<file path="src/rtl/atten_pkg.sv">
package atten_pkg;

    localparam int CODE_W      = 6;
    localparam int SYNC_STAGES = 2;

    typedef enum logic [1:0] {
        MODE_RSVD   = 2'b00,
        MODE_PULSE  = 2'b01,
        MODE_SERIAL = 2'b10,
        MODE_PAR    = 2'b11
    } mode_e;

    typedef struct packed {
        logic up_fall;
        logic dn_fall;
        logic both_low;
    } strobe_ev_t;

    // step_sel bit 1 = S0, bit 0 = S1
    function automatic logic [CODE_W-1:0] step_delta(input logic [1:0] sel);
        logic [CODE_W-1:0] d;
        unique case (sel)
            2'b00:   d = CODE_W'(1);
            2'b01:   d = CODE_W'(2);
            2'b10:   d = CODE_W'(4);
            default: d = CODE_W'(12);
        endcase
        return d;
    endfunction

    function automatic logic mode_supported(input mode_e m);
        return (m == MODE_PAR) || (m == MODE_PULSE);
    endfunction

endpackage

</file>
<file path="src/rtl/atten_strobe_sync.sv">
module atten_strobe_sync #(
    parameter int STAGES = 2
) (
    input  logic                  clk,
    input  logic                  rst,
    input  logic                  up_n_i,
    input  logic                  dn_n_i,
    output atten_pkg::strobe_ev_t ev_o
);
    localparam int LAST = STAGES - 1;

    logic [1:0] raw;
    logic [1:0] stage_q [STAGES];
    logic [1:0] prev_q;
    logic [1:0] cur;

    assign raw = {up_n_i, dn_n_i};

    generate
        for (genvar s = 0; s < STAGES; s++) begin : g_stage
            if (s == 0) begin : g_first
                always_ff @(posedge clk) begin
                    if (rst) stage_q[s] <= 2'b11;
                    else     stage_q[s] <= raw;
                end
            end else begin : g_next
                always_ff @(posedge clk) begin
                    if (rst) stage_q[s] <= 2'b11;
                    else     stage_q[s] <= stage_q[s-1];
                end
            end
        end
    endgenerate

    assign cur = stage_q[LAST];

    always_ff @(posedge clk) begin
        if (rst) prev_q <= 2'b11;
        else     prev_q <= cur;
    end

    always_comb begin
        ev_o.up_fall  = prev_q[1] & ~cur[1];
        ev_o.dn_fall  = prev_q[0] & ~cur[0];
        ev_o.both_low = ~cur[1] & ~cur[0];
    end

endmodule

</file>
<file path="src/rtl/atten_step_calc.sv">
module atten_step_calc #(
    parameter int W        = 6,
    parameter bit DIR_DOWN = 1'b1
) (
    input  logic [W-1:0] code_i,
    input  logic [W-1:0] delta_i,
    output logic [W-1:0] code_o
);
    localparam logic [W-1:0] CODE_MAX = {W{1'b1}};

    generate
        if (DIR_DOWN) begin : g_add
            logic [W:0] sum;
            always_comb begin
                sum    = {1'b0, code_i} + {1'b0, delta_i};
                code_o = sum[W] ? CODE_MAX : sum[W-1:0];
            end
        end else begin : g_sub
            always_comb begin
                code_o = (delta_i > code_i) ? '0 : (code_i - delta_i);
            end
        end
    endgenerate

endmodule

</file>
<file path="src/rtl/atten_ctrl.sv">
module atten_ctrl #(
    parameter int CODE_W      = atten_pkg::CODE_W,
    parameter int SYNC_STAGES = atten_pkg::SYNC_STAGES
) (
    input  logic              clk,
    input  logic              rst,
    input  logic [1:0]        mode_i,
    input  logic              en_i,
    input  logic [CODE_W-1:0] par_word_i,
    input  logic              hold_i,
    input  logic              up_n_i,
    input  logic              dn_n_i,
    input  logic [1:0]        step_sel_i,
    output logic [CODE_W-1:0] atten_o,
    output logic              valid_o
);
    import atten_pkg::*;

    mode_e             mode;
    strobe_ev_t        ev;
    logic [CODE_W-1:0] code_q, code_d;
    logic [CODE_W-1:0] delta;
    logic [CODE_W-1:0] code_dn, code_up;
    logic              valid_q;

    assign mode  = mode_e'(mode_i);
    assign delta = CODE_W'(step_delta(step_sel_i));

    atten_strobe_sync #(.STAGES(SYNC_STAGES)) u_sync (
        .clk    (clk),
        .rst    (rst),
        .up_n_i (up_n_i),
        .dn_n_i (dn_n_i),
        .ev_o   (ev)
    );

    atten_step_calc #(.W(CODE_W), .DIR_DOWN(1'b1)) u_step_dn (
        .code_i  (code_q),
        .delta_i (delta),
        .code_o  (code_dn)
    );

    atten_step_calc #(.W(CODE_W), .DIR_DOWN(1'b0)) u_step_up (
        .code_i  (code_q),
        .delta_i (delta),
        .code_o  (code_up)
    );

    always_comb begin
        code_d = code_q;
        unique case (mode)
            MODE_PAR: begin
                if (en_i && !hold_i) code_d = par_word_i;
            end
            MODE_PULSE: begin
                if (en_i) begin
                    if ((ev.up_fall || ev.dn_fall) && ev.both_low) code_d = '0;
                    else if (ev.dn_fall)                           code_d = code_dn;
                    else if (ev.up_fall)                           code_d = code_up;
                end
            end
            default: ;
        endcase
    end

    always_ff @(posedge clk) begin
        if (rst) begin
            code_q  <= '0;
            valid_q <= 1'b0;
        end else begin
            code_q  <= code_d;
            valid_q <= mode_supported(mode);
        end
    end

    assign atten_o = code_q;
    assign valid_o = valid_q;

endmodule

</file>
<file path="config.mk">
export PLATFORM = sky130hd
export DESIGN_NAME = atten_ctrl
export DESIGN_NICKNAME = d
export VERILOG_FILES = /design/src/rtl/atten_pkg.sv /design/src/rtl/atten_strobe_sync.sv /design/src/rtl/atten_step_calc.sv /design/src/rtl/atten_ctrl.sv
export SDC_FILE = /design/constraint.sdc
export NUM_CORES = 1
export LEC_CHECK = 0
export CORE_MARGIN = 5
export CORE_UTILIZATION = 35
export CTS_CLUSTER_SIZE = 16
export DETAILED_ROUTE_END_ITERATION = 16
export PLACE_DENSITY = 0.66
export SYNTH_ARGS = -nofsm -noshare
export SYNTH_HDL_FRONTEND = slang
export SYNTH_SLANG_ARGS = --single-unit
</file>
<file path="constraint.sdc">
create_clock -name clk -period 2.94 [get_ports clk]
set_input_delay 0.441 -clock clk [delete_from_list [all_inputs] [get_ports clk]]
set_output_delay 0.441 -clock clk [all_outputs]
set_load 0.02 [all_outputs]
</file>
==> results of run 1 <==
## layer usage
metal	GRT usage (%)	vias to the layer above	share of wire, %
met5	0	-	0
met4	4.33	0	1.3
met3	2.28	5	4.6
met2	22.5	21	49
met1	15.5	445	45
li1	-	493	-
## stage by stage
stage	hold slack (ns)	cells	setup WS (ns)	instance area (um^2)	utilization, %
final	0.413	176	0.278	1280	46.1
after global routing	0.436	176	0.0635	1280	46.1
after CTS	0.416	176	0.249	1280	46.1
after detailed placement	0.394	172	-0.0158	1260	45.2
after global placement	0.394	172	0.0828	1260	45.2
after floorplan	0.389	124	0.702	1030	-
## kinds of logic (layout without fill, tap and decap cells)
| kind of cell | count (synthesis) | count (layout) | share of synthesized area (%) |
|---|---|---|---|
| and+or+nand+nor | 46 | 46 | 23.9 |
| AOI/OAI and AO/OA | 38 | 38 | 28.3 |
| buffers and inverters | 16 | 37 | 7.90 |
| DFF | 13 | 13 | 25.3 |
| adders and majority gates | 10 | 10 | 13.6 |
| muxes | 1 | 1 | 0.972 |
## cells in the final DEF, fill, tap and decap left out, types with 3 or more instances in the layout
| cell | Yosys | final |
|---|---|---|
| dfxtp_1 | 13 | 13 |
| clkbuf_4 | 0 | 3 |
| or2_2 | 6 | 6 |
| a21oi_1 | 4 | 4 |
| inv_1 | 9 | 9 |
| nor2_1 | 5 | 5 |
| ha_1 | 8 | 8 |
| clkdlybuf4s50_1 | 0 | 22 |
| o21ai_0 | 4 | 4 |
| nand2b_1 | 3 | 3 |
| a31oi_1 | 5 | 5 |
| nand2_1 | 12 | 12 |
| nor2b_1 | 7 | 7 |
## registers in the layout, summed over array words and instances, names as in the netlist
| register | flops |
|---|---|
| u_sync.prev_q | 2 |
| atten_o | 6 |
| u_sync.stage_q | 4 |
| valid_o | 1 |
## path summary, 6_finish.rpt
path	endpoint	cells after the start	start
worst min register to register	u_sync.stage_q[1][1]	1	u_sync.stage_q[0][1]
worst min-delay path	u_sync.stage_q[1][1]	1	u_sync.stage_q[0][1]
worst max register to register	atten_o[4]	9	atten_o[0]
worst max-delay path	atten_o[4]	10	step_sel_i[1]
## synth_stat cells, types with 2 or more instances
cell and count:
buf_6 2, buf_2 2, nor2b_1 7, o311ai_1 2, nor3_1 2, o21ai_0 4
a31oi_1 5, or2_2 6, nand2_1 12, nand3_1 2, nand2b_1 3, ha_1 8
inv_1 9, dfxtp_1 13, nor2_1 5, nor4_1 2, fa_1 2, o21ai_1 2
a21oi_1 4, a311oi_1 2, clkbuf_1 2, a211o_1 2
## power by group
part | switching [W] | leakage (nW) | total, W | internal [W]
Clock | 0.0000581 | 0.0150 | 0.000111 | 0.0000527
Combinational | 0.0000621 | 0.387 | 0.000125 | 0.0000629
Sequential | 0.00000809 | 0.107 | 0.000191 | 0.000183
Total | 0.000128 | 0.509 | 0.000427 | 0.000299
## layout make-up
type | instances | area (um^2)
Clock buffer | 4 | 26.3
Fill cell | 270 | 1500
Inverter | 9 | 33.8
Multi-Input combinational cell | 95 | 688
Sequential cell | 13 | 260
Tap cell | 31 | 38.8
Timing Repair Buffer | 24 | 235
==> flow_summary.json, run 1 <==
{
  "synth_edf_count": 0,
  "drive_above_1_share_pct": 8.97,
  "holdCritPathClass": "reg2reg",
  "leakage_nw": 0.509,
  "cp_max_fo": 4,
  "drt-initial-drc-count": 25,
  "postCtsHoldBufs": 0,
  "rrSetupSlack_ns": 0.69,
  "core-area_mm2": 0.00278,
  "ys_seq_area_share_pct": 25.3,
  "async_flop_share_pct": 0,
  "ys_seq_elements": 13,
  "cts_buffers": 3,
  "ios": 23,
  "detail-route-antenna-nets": 0,
  "dieArea_mm2": 0.00413,
  "htree_levels": 1,
  "powerDensity_mw_per_mm2": 333,
  "num_vias": 964,
  "grt_start_max_net_pins": 13,
  "relSlewSlack_pct": 57.0,
  "syn_inst": 124,
  "nets": 172,
  "die_h_um": 64.2,
  "crit_family": "compound AO/OA/AOI/OAI gates",
  "max-cap-violations": 0,
  "cts_root_buf": "clkbuf_4",
  "worst_pin_slew_ns": 0.635,
  "drc": 0,
  "required_ns": 3.17,
  "grt_overflow_total": 0,
  "crit_arrival_ns": 2.89,
  "fin_crit_sh_pct": 90.5,
  "fmax_mhz": 376,
  "min_period_ns": 2.66,
  "firstDrtPassIters": 4,
  "die_w_um": 64.2,
  "yosys.area.top_type": "dfxtp_1",
  "final_hold_viol_count": 0,
  "post_drt_via_cell_ratio": 5.48,
  "start_util_pct": 37.0,
  "synth_nets": 150,
  "yosys_warnings": 0,
  "fp-row-count": 19,
  "max_stage_delay_ns": 0.46,
  "grt_setup_unrepaired": "false",
  "synthFlopType": "dfxtp_1",
  "start_kind": "input pin",
  "power_w": 0.000427,
  "fin_skew_ns": 0.00124,
  "syn-cell-area_mm2": 0.00103,
  "diodes": 0,
  "final.setup.tns_ns": 0,
  "endpoint_kind": "register",
  "ys_types": 48,
  "crit_type": "in2reg",
  "crit_buf_inv": 2,
  "wl_per_cell_um": 14.3,
  "cts.clk_slew.worst_paths_ns": 0.08,
  "clockBufferDepth": 2,
  "antenna_found_initial": 0,
  "post_cts_buffers": 0,
  "cts.sinks": 13,
  "area_delta_synth_final_pct": 24.5,
  "synth_area_leaders": "dfxtp_1 (25%), ha_1 (9.7%), nand2_1 (4.4%)",
  "status": "finished clean",
  "clkLatencyLatePin_ns": 0.28,
  "finalSetupViolations": 0,
  "cts_tree": "done",
  "syn_avg_cell_area_um2": 8.30,
  "gp_congestion": 0.855,
  "grt_pass1_vias": 983,
  "post-dp-hpwl_um": 2030,
  "port_buffers": 22,
  "synth_top_area_share_pct": 25.3,
  "max-vdd-ir-drop_mv": 0.229,
  "worst_path_max_delay_cell": "clkdlybuf4s50_1",
  "path_cells": "clkdlybuf4s50_1 -> nor2_1 -> ha_1 -> inv_1 -> fa_1 -> and3b_1 -> a2111oi_1 -> a21oi_1 -> o311ai_1 -> a22o_1",
  "drv_slew": 0,
  "ctsResizeCount": 0,
  "wirelength_um": 2520,
  "grt_pass1_wl_um": 4440,
  "grt_use_total_pct": 12.8
}
(Power assumes the default switching activity.)
==> run 2, diff against run 1 <==
- PLACE_DENSITY: 0.66 -> 0.64
- SKIP_CTS_REPAIR_TIMING: unset -> 1
- SYNTH_HIERARCHICAL: unset -> 1
==> flow_summary.json, run 2 <==
{
  "worstHoldStart": "u_sync/stage_q[0][0]",
  "synth-simple-area-share_pct": 22.2,
  "synth_xor_area_share_pct": 1.45,
  "firstDrtPassIters": 4,
  "cts.clk_slew.worst_paths_ns": 0.07,
  "multiInputGateArea_um2": 927,
  "grt_pass1_vias": 1171,
  "endpoint_kind": "register",
  "ys_seq_area_share_pct": 21.5,
  "gp_congestion": 0.826,
  "crit_arrival_ns": 2.78,
  "grt_use_total_pct": 13.8,
  "yosys_warnings": 6,
  "clkLatencyLatePin_ns": 0.27,
  "fin_cells": 220,
  "antenna_found_initial": 0,
  "synth_fa_ha_area_share_pct": 15.7,
  "synthFlopType": "dfxtp_1",
  "drt-initial-drc-count": 46,
  "grt_start_max_net_pins": 14,
  "leakage_nw": 0.672,
  "synth_area_leaders": "dfxtp_1 (22%), ha_1 (12%), mux2_2 (5.6%)",
  "start_kind": "input pin",
  "path_cells": "dlymetal6s2s_1 -> nor2b_4 -> inv_1 -> ha_1 -> nor2b_1 -> o31a_1 -> or4b_1 -> a31oi_1 -> mux2_4 -> nand3_1 -> a311oi_1",
  "relSlewSlack_pct": 58.2,
  "min_period_ns": 2.61,
  "status": "finished clean",
  "rrSetupSlack_ns": 0.37,
  "cts_buffers": 3,
  "wirelength_um": 3020,
  "final_hold_viol_count": 0,
  "dieArea_mm2": 0.00473,
  "largest_reg_flops": 6,
  "synth_top_family_by_area": "compound AO/OA/AOI/OAI gates",
  "cp_max_fo": 4,
  "worst_pin_slew_ns": 0.625,
  "fin_skew_ns": 0.00135,
  "drive_above_1_share_pct": 16.1,
  "synth_compound_area_share_pct": 26.5,
  "cts_root_buf": "clkbuf_4",
  "syn_avg_cell_area_um2": 8.58,
  "grt_overflow_total": 0,
  "final_common_cell": "clkdlybuf4s50_1",
  "area_delta_synth_final_pct": 31.7,
  "required_ns": 3.11,
  "async_flop_share_pct": 0,
  "crit_buf_inv": 2,
  "r2r_start": "atten_o[1]",
  "fin_crit_sh_pct": 88.6,
  "drv_slew": 0,
  "ys_types": 42,
  "reg2reg_to": "atten_o[5]",
  "syn-cell-area_mm2": 0.00121,
  "cts.sinks": 13,
  "post-dp-hpwl_um": 2460,
  "clockBufferDepth": 2,
  "regArea_um2": 260,
  "die_w_um": 68.8,
  "syn_inst": 141,
  "synth_top_area_share_pct": 21.5,
  "cts_tree": "done",
  "holdCritPathClass": "reg2reg",
  "diodes": 0,
  "detail-route-antenna-nets": 0,
  "synth_edf_count": 0,
  "start_util_pct": 36.3,
  "holdPathEnd": "u_sync/stage_q[1][0]",
  "core-area_mm2": 0.00334,
  "wl_per_cell_um": 13.7,
  "synthMostInstantiatedCell": "dfxtp_1",
  "fmax_mhz": 384,
  "hold_depth": 1,
  "holdWs_ns": 0.409,
  "drc": 0,
  "n_fill_cell": 335,
  "fp-row-count": 21,
  "ys_seq_elements": 13,
  "max_stage_delay_ns": 0.47,
  "finalSetupViolations": 0,
  "max-cap-violations": 0,
  "synth_commonest_cells": "dfxtp_1 (13), ha_1 (12), nor2b_1 (9)",
  "die_h_um": 68.8,
  "max-vdd-ir-drop_mv": 0.164,
  "grt_pass1_wl_um": 5020,
  "powerDensity_mw_per_mm2": 322,
  "post_drt_via_cell_ratio": 5.32,
  "crit_type": "in2reg",
  "worst_path_max_delay_cell": "or4b_1",
  "grt_setup_unrepaired": "false",
  "nets": 205,
  "port_buffers": 22,
  "dp.cells": 216,
  "num_vias": 1171,
  "r2r_cells": 8,
  "synthMuxAreaShare_pct": 6.41,
  "htree_levels": 1,
  "mostFrequentLayoutCells": "clkdlybuf4s50_1 (20), dfxtp_1 (13), ha_1 (12), buf_4 (9)",
  "crit_family": "simple AND/OR/NAND/NOR gates",
  "yosys.area.top_type": "dfxtp_1",
  "ios": 23
}
## run 2: how the worst max path moves through the flow
stage | startpoint | end | slack [ns] | depth (start not counted)
after global placement | step_sel_i[0] | atten_o[5] | -0.18 | 11
after global routing | step_sel_i[1] | atten_o[5] | 0.23 | 11
final | step_sel_i[1] | atten_o[5] | 0.33 | 11
after detailed placement | step_sel_i[0] | atten_o[5] | -0.28 | 11
after CTS | step_sel_i[0] | atten_o[5] | -0.006 | 11
after floorplan | step_sel_i[0] | atten_o[5] | 0.40 | 10
## run 2: cells by family (layout without fill, tap and decap cells)
kind of cell	after synthesis	in the layout
and+or+nand+nor	49	49
AOI/OAI and AO/OA	42	42
adders and majority gates	14	14
DFF	13	13
buffers and inverters	13	43
muxes	7	7
xor gates and xnor gates	2	2
other	1	4
## run 2: layer usage
layer | vias to the layer above | part of all wire [%] | track usage [%]
li1 | 589 | - | -
met1 | 537 | 46 | 18.2
met2 | 35 | 47 | 22.1
met3 | 10 | 4.2 | 2.11
met4 | 0 | 3.1 | 6.57
met5 | - | 0 | 0
## run 2: stage by stage
stage	setup TNS, ns	worst slack [ns]	area (um^2)	power, W	util, %
2_1_floorplan	0	0.401	1220	0.000326	-
3_3_place_gp	-0.746	-0.180	1530	0.000393	45.7
3_5_place_dp	-1.18	-0.276	1530	0.000398	45.7
4_1_cts	-0.00570	-0.00570	1550	0.000506	46.5
5_1_grt	0	0.228	1590	0.000548	47.8
6_report	0	0.334	1590	0.000514	47.8
## run 2: worst register-to-register path, cell delays in order, from the launching register on
cell and delay [ns]:
dfxtp_1 0.51, ha_1 0.28, nor2b_1 0.16, o31a_1 0.26, or4b_1 0.47, a31oi_1 0.20, mux2_4 0.17, nand3_1 0.09
a311oi_1 0.33
## run 2: area by class of cell
class                   instances  share of cell area [%]
multi-input cells             118                    58.2
clock buffers                   4                    1.65
repair buffers                 31                    18.4
inverters                       8                    1.88
well taps                      46                    3.61
flip-flops and latches         13                    16.3
## run 2: power by group
group	leakage [nW]	switching (W)	internal [W]	total, W
clock network	0.0150	0.0000558	0.0000526	0.000108
logic	0.550	0.000102	0.000110	0.000212
registers	0.107	0.00000857	0.000185	0.000193
==> run 3, diff against run 2 <==
- PLACE_DENSITY: 0.64 -> 0.59
==> flow_summary.json, run 3 (synthesized netlist as in run 2, its figures left out) <==
{
  "status": "finished clean",
  "clkLatencyLatePin_ns": 0.28,
  "htree_levels": 1,
  "final_core_util_pct": 48.1,
  "dieArea_mm2": 0.00473,
  "ios": 23,
  "cts_root_buf": "clkbuf_4",
  "num_vias": 1172,
  "stdcell_area_mm2": 0.00160,
  "required_ns": 3.10,
  "fp-row-count": 21,
  "drive_above_1_share_pct": 17.3,
  "firstDrtPassIters": 4,
  "wl_per_cell_um": 13.9,
  "fin_crit_sh_pct": 95.1,
  "path_cells": "clkdlybuf4s50_1 -> nor2_2 -> ha_1 -> fa_2 -> a211o_4 -> a2111oi_4 -> mux2i_1 -> mux2_2 -> nand3_1 -> a311oi_2",
  "start_util_pct": 36.3,
  "wirelength_um": 3040,
  "start_kind": "input pin",
  "grt_use_total_pct": 14.8,
  "cts_tree": "done",
  "r2r_cells": 8,
  "post_drt_via_cell_ratio": 5.35,
  "max_stage_delay_ns": 0.52,
  "core-area_mm2": 0.00334,
  "min_period_ns": 2.80,
  "largest_reg_flops": 6,
  "drc": 0,
  "finalSetupViolations": 0,
  "max-cap-violations": 0,
  "crit_type": "in2reg",
  "grt_start_max_net_pins": 14,
  "holdCritPathClass": "reg2reg",
  "fin_skew_ns": 0.00647,
  "nets": 204,
  "endpoint_kind": "register",
  "area_delta_synth_final_pct": 32.6,
  "cts.clk_slew.worst_paths_ns": 0.08,
  "final_hold_viol_count": 0,
  "drt-initial-drc-count": 30,
  "post-dp-hpwl_um": 2470,
  "power_w": 0.000517,
  "grt_pass1_vias": 1222,
  "max-vdd-ir-drop_mv": 0.247,
  "grt_pass1_wl_um": 5310,
  "final_common_cell": "clkdlybuf4s50_1",
  "worst_pin_slew_ns": 0.624,
  "grt_setup_unrepaired": "false",
  "clockBufferDepth": 2,
  "powerDensity_mw_per_mm2": 323,
  "drv_slew": 0,
  "crit_arrival_ns": 2.95,
  "antenna_found_initial": 0,
  "cts.sinks": 13,
  "fmax_mhz": 358,
  "hold_depth": 1,
  "diodes": 0,
  "grt_overflow_total": 0,
  "leakage_nw": 0.657,
  "worst_path_max_delay_cell": "clkdlybuf4s50_1",
  "detail-route-antenna-nets": 0,
  "gp_congestion": 0.801,
  "port_buffers": 22,
  "die_w_um": 68.8,
  "cts_buffers": 3,
  "placed_area_mm2": 0.00152,
  "die_h_um": 68.8,
  "mostFrequentLayoutCells": "clkdlybuf4s50_1 (21), dfxtp_1 (13), ha_1 (12)",
  "cp_max_fo": 5,
  "relSlewSlack_pct": 58.0
}
## run 3: worst paths after layout
path	from	to	slack [ns]
hold reg to reg	u_sync/stage_q[0][0]	u_sync/stage_q[1][0]	0.41
setup reg to reg	atten_o[0]	atten_o[5]	0.50
hold / removal	u_sync/stage_q[0][0]	u_sync/stage_q[1][0]	0.41
setup / recovery	step_sel_i[0]	atten_o[5]	0.14
## run 3: critical path, delay by kind of cell
kind            cells  cell delay (ns)
compound gates      3             0.82
fa+ha+maj           2             0.59
buf+inv             1             0.52
mux                 2             0.40
simple gates        2             0.17
## run 3: area by class of cell
cell class / count / area [um^2]
clock buffers: 4 / 26.3
flip-flops and latches: 13 / 260
inverters: 8 / 30.0
well taps: 46 / 57.6
fillers: 342 / 1730
multi-input cells: 118 / 947
repair buffers: 30 / 283
## run 3: through the flow
step | instances | worst slack, ns | hold slack [ns] | setup TNS [ns]
2_1_floorplan | 144 | 0.401 | 0.383 | 0
3_3_place_gp | 215 | -0.174 | 0.386 | -0.819
3_5_place_dp | 215 | -0.229 | 0.394 | -1.11
4_1_cts | 219 | 0.0423 | 0.411 | 0
5_1_grt | 219 | 0.00284 | 0.440 | 0
6_report | 219 | 0.143 | 0.408 | 0
## run 3: routing by layer
layer	wire, um	global-route usage (%)	vias up
li1	-	-	583
met1	1300	17.9	532
met2	1450	25.1	48
met3	203	3.57	9
met4	89	5.84	0
met5	0	0	-
## run 3: report_power, final
part	internal [W]	leakage (nW)	total (W)	switching, W
sequential	0.000185	0.107	0.000194	0.00000895
clock	0.0000527	0.0150	0.000111	0.0000585
combinational	0.000110	0.535	0.000213	0.000103
